$ cat src/rtl/flag_addsub_pkg.sv
package flag_addsub_pkg;

  typedef enum logic [1:0] {
    OP_ADD = 2'b00,
    OP_ADC = 2'b01,
    OP_SUB = 2'b10,
    OP_SBC = 2'b11
  } arith_op_e;

  // Strobes from the decoder to the adder datapath
  typedef struct packed {
    logic invB;   // feed the one's complement of operand B
    logic cIn;    // carry into bit 0
  } arith_ctrl_t;

endpackage

$ cat src/rtl/flag_addsub_ctrl.sv
module flag_addsub_ctrl
  import flag_addsub_pkg::*;
(
  input  logic [1:0]  opCode,
  input  logic        carryIn,
  output arith_ctrl_t ctrl
);

  arith_op_e opSel;

  always_comb begin
    opSel = arith_op_e'(opCode);
    ctrl  = '0;
    unique case (opSel)
      OP_ADD: begin ctrl.invB = 1'b0; ctrl.cIn = 1'b0;    end
      OP_ADC: begin ctrl.invB = 1'b0; ctrl.cIn = carryIn; end
      OP_SUB: begin ctrl.invB = 1'b1; ctrl.cIn = 1'b1;    end
      OP_SBC: begin ctrl.invB = 1'b1; ctrl.cIn = carryIn; end
      default: ctrl = '0;
    endcase
  end

endmodule

$ cat src/rtl/flag_addsub_dp.sv
module flag_addsub_dp
  import flag_addsub_pkg::*;
#(
  parameter int WIDTH   = 32,
  parameter int BLOCK_W = 8
)(
  input  logic [WIDTH-1:0] opA,
  input  logic [WIDTH-1:0] opB,
  input  arith_ctrl_t      ctrl,
  output logic [WIDTH-1:0] sum,
  output logic             carryOut,
  output logic             bSign
);

  localparam int NBLK = (WIDTH + BLOCK_W - 1) / BLOCK_W;
  localparam int PADW = NBLK * BLOCK_W;

  logic [WIDTH-1:0] bEff;
  logic [PADW-1:0]  aPad;
  logic [PADW-1:0]  bPad;
  logic [PADW-1:0]  sPad;
  logic [NBLK:0]    blkC;
  logic [PADW:0]    fullSum;

  assign bEff    = ctrl.invB ? ~opB : opB;
  assign bSign   = bEff[WIDTH-1];
  assign aPad    = PADW'(opA);
  assign bPad    = PADW'(bEff);
  assign blkC[0] = ctrl.cIn;

  // Carry-select: each block precomputes both carry-in cases
  for (genvar gi = 0; gi < NBLK; gi++) begin : g_blk
    logic [BLOCK_W:0] sumLo;
    logic [BLOCK_W:0] sumHi;
    assign sumLo = {1'b0, aPad[gi*BLOCK_W +: BLOCK_W]} + {1'b0, bPad[gi*BLOCK_W +: BLOCK_W]};
    assign sumHi = sumLo + (BLOCK_W+1)'(1);
    assign sPad[gi*BLOCK_W +: BLOCK_W] = blkC[gi] ? sumHi[BLOCK_W-1:0] : sumLo[BLOCK_W-1:0];
    assign blkC[gi+1] = blkC[gi] ? sumHi[BLOCK_W] : sumLo[BLOCK_W];
  end

  // Zero padding lets the carry ripple into bit WIDTH of the padded sum
  assign fullSum  = {blkC[NBLK], sPad};
  assign carryOut = fullSum[WIDTH];
  assign sum      = fullSum[WIDTH-1:0];

endmodule

$ cat src/rtl/flag_addsub_flags.sv
module flag_addsub_flags #(
  parameter int WIDTH = 32
)(
  input  logic [WIDTH-1:0] sum,
  input  logic             carryOut,
  input  logic             aSign,
  input  logic             bSign,
  output logic             flagN,
  output logic             flagZ,
  output logic             flagC,
  output logic             flagV
);

  always_comb begin
    flagN = sum[WIDTH-1];
    flagZ = (sum == '0);
    flagC = carryOut;
    // like-signed adder inputs yielding an unlike-signed sum
    flagV = (aSign == bSign) && (sum[WIDTH-1] != aSign);
  end

endmodule

$ cat src/rtl/flag_addsub_unit.sv
module flag_addsub_unit
  import flag_addsub_pkg::*;
#(
  parameter int WIDTH   = 32,
  parameter int BLOCK_W = 8
)(
  input  logic [WIDTH-1:0] opA,
  input  logic [WIDTH-1:0] opB,
  input  logic [1:0]       opCode,
  input  logic             carryIn,
  output logic [WIDTH-1:0] result,
  output logic             flagN,
  output logic             flagZ,
  output logic             flagC,
  output logic             flagV
);

  arith_ctrl_t      ctrl;
  logic [WIDTH-1:0] sum;
  logic             carryOut;
  logic             bSign;

  flag_addsub_ctrl u_ctrl (
    .opCode  (opCode),
    .carryIn (carryIn),
    .ctrl    (ctrl)
  );

  flag_addsub_dp #(.WIDTH(WIDTH), .BLOCK_W(BLOCK_W)) u_dp (
    .opA      (opA),
    .opB      (opB),
    .ctrl     (ctrl),
    .sum      (sum),
    .carryOut (carryOut),
    .bSign    (bSign)
  );

  flag_addsub_flags #(.WIDTH(WIDTH)) u_flags (
    .sum      (sum),
    .carryOut (carryOut),
    .aSign    (opA[WIDTH-1]),
    .bSign    (bSign),
    .flagN    (flagN),
    .flagZ    (flagZ),
    .flagC    (flagC),
    .flagV    (flagV)
  );

  assign result = sum;

endmodule

$ cat config.mk
export PLATFORM = sky130hd
export DESIGN_NAME = flag_addsub_unit
export DESIGN_NICKNAME = d
export VERILOG_FILES = /design/src/rtl/flag_addsub_pkg.sv /design/src/rtl/flag_addsub_ctrl.sv /design/src/rtl/flag_addsub_dp.sv /design/src/rtl/flag_addsub_flags.sv /design/src/rtl/flag_addsub_unit.sv
export SDC_FILE = /design/constraint.sdc
export NUM_CORES = 1
export LEC_CHECK = 0
export BUFFER_PORTS_ARGS = -buffer_cell sky130_fd_sc_hd__buf_2
export CAP_MARGIN = 20
export CORE_UTILIZATION = 48
export DETAILED_ROUTE_END_ITERATION = 12
export PLACE_DENSITY_LB_ADDON = 0.25
export SETUP_SLACK_MARGIN = 0.3
export SYNTH_ARGS = -nofsm -noshare
export SYNTH_HDL_FRONTEND = slang
export SYNTH_SLANG_ARGS = --single-unit
$ cat constraint.sdc
create_clock -name vclk -period 4.25
set_input_delay 0 -clock vclk [all_inputs]
set_output_delay 0 -clock vclk [all_outputs]
set_load 0.005 [all_outputs]
==> results.yml <==
timing:
  period_share_pct: 91.5
  slew_violations: 0
  setup_slack_ns: 0.363
  hold_ws_ns: 0.339
  worst_slew_pin_slew_ns: 0.570
  slew_headroom_pct: 61.7
  setup_tns_ns: 0
  rsz0062_at_grt: "true"
  final-hold-violation-count: 0
  timing.fmax_ghz: 0.257
  min_period_ns: 3.89
  finalSetupViolCount: 0
pwr:
  leakagePower_nw: 1.76
  powerDensity_nw_per_um2: 268
  peakVddDrop_v: 0.000150
  finalPower_w: 0.00104
place:
  gp_congestion: 0.913
  dp_hpwl_um: 5680
  placement.io_buffers: 103
  dp_worst_setup_slack_ns: 0.0159
grt:
  first_global_vias: 2929
  grtUsageTotal_pct: 22.5
  grt.overflow.total: 0
  met3_usage_pct: 1.16
  grt_use_met2_pct: 44.6
  busiest_layer: "met2"
  grt_pass1_wl_um: 11900
  grt_max_degree: 10
  antenna_found_initial: 0
  use_met1_pct: 27.3
setup_path:
  crit_arrival_ns: 3.89
  cpPeakStageDelay_ns: 0.52
  worstPathCellList: "buf_6, buf_6, xor2_1, ha_1, a2111oi_1, nand2_1, o21ai_2, xor2_2, and4bb_2, or3_4, mux2i_4, buf_12, xnor2_4, nor2_2, or4_4, a2111oi_4, buf_2"
  cp-end-kind: "output port"
  path_max_fanout: 6
  slowest_stage: "or4_4"
  crit_type: "input port to output port"
  worst_path_most_repeated_cell: "buf_6"
  worst_setup_path_start_kind: "input port"
  cp.required_ns: 4.25
synthesis:
  synth_top_area_share_pct: 17.1
  ys_seq_area_share_pct: 0
  synth.distinct_cells: 63
  synthTopCellsByArea: "ha_1, xor2_1, xnor2_1, a21oi_1, nor2_1"
  ys_warn_count: 0
  synthAdderAreaFrac_pct: 20.0
  netlist.top_cell.by_area: "ha_1"
  synth_top_family_by_area: "XOR/XNOR gates"
  synth_nets: 473
  muxShareOfSynthArea_pct: 3.69
  synth_area_um2: 2780
  synth-xor-area-share_pct: 29.4
  synth.avg_cell_area_um2: 7.65
  synthCells: 364
  synthSimpleGateAreaFrac_pct: 23.4
  synth-compound-area-share_pct: 19.3
final_layout:
  regArea_um2: 0
  area_delta_synth_final_pct: 39.1
  fill_cells: 477
  fin_util_pct: 69.9
  layout_common_cells: "buf_2, xor2_1, xnor2_1"
  drive_gt1_share_pct: 38.5
  final_common_cell: "buf_2"
  finalNetCount: 602
  seq_cell_count: 0
  multi_input_area_um2: 2900
  clock_buffers: 0
  diodes: 0
routing:
  first_pass_iters: 6
  postRouteAntennaNets: 0
  drc: 0
  wl_per_cell_um: 12.7
  avgViaCountPerCell: 5.40
  wl_um: 7130
  drtIter0Drc: 52
  vias: 3040
die:
  start_util_pct: 50.2
  rows: 27
  chipHeight_um: 78.2
  core-area_um2: 5540
  dieWidth_um: 78.2
  die-area_um2: 6110
  num_io_pins: 103
run_status:
  outcome: "finished, final reports clean"
run:
  cap_violations: 0
worst_hold_path:
  hp-class: "input port to output port"
## per-layer routing
layer	vias to the layer above	share of wire, %
met5	-	0
met4	0	0.58
met3	7	3.3
met2	68	51
met1	1398	45
li1	1567	-
## cells by family after synthesis
group,Yosys count
xor+xnor,91
buf+inv,30
compound gates,77
simple gates,116
mux,8
fa+ha+maj,42
## worst max-delay path: cells and delay by family
kind                     cells  cell delay (ns)
AND/OR/NAND/NOR              5             1.40
AO/OA/AOI/OAI                3             0.86
buffers and inverters        4             0.57
XOR/XNOR                     3             0.49
adder cells (fa/ha/maj)      1             0.35
multiplexers                 1             0.21
## where the power goes
part           internal (W)  switching [W]
Sequential                0              0
Clock                     0              0
Combinational      0.000497       0.000541
Total              0.000497       0.000541
## final timing paths
path / startpoint / to / slack, ns / cells after the start
setup / recovery: opCode[1] / flagZ / 0.36 / 17
hold / removal: opA[31] / flagV / 0.34 / 4
## layout make-up
type | count | share of cell area, %
well taps | 72 | 2.33
inverters | 23 | 2.23
multi-input cells | 334 | 74.9
repair buffers | 134 | 20.5
## synthesized netlist by cell type (4+ instances only)
cell type	count
xor2_1	51
ha_1	38
xnor2_1	37
nor2_1	27
inv_1	23
a21oi_1	22
nand3_1	17
nand2_1	15
nor3_1	13
o21ai_0	10
nand2b_1	7
a21o_1	5
o21a_1	5
o21bai_1	5
fa_1	4
mux2_2	4
nor2b_1	4
o2111ai_1	4
## timing repair
item	CTS	global route
endpoints found under the hold margin	0	0
pin swaps	14	14
resized for setup	21	20
setup buffers	14	3
gates cloned	0	0
hold buffers	0	0
setup endpoints to repair	1	1
## through the flow
step	std cells	cell area [µm²]
after floorplan	364	2860
after global placement	546	3530
after detailed placement	546	3530
after CTS	560	3740
after global routing	563	3870
final	563	3870
Note: power is estimated with default switching activity, not from simulation.
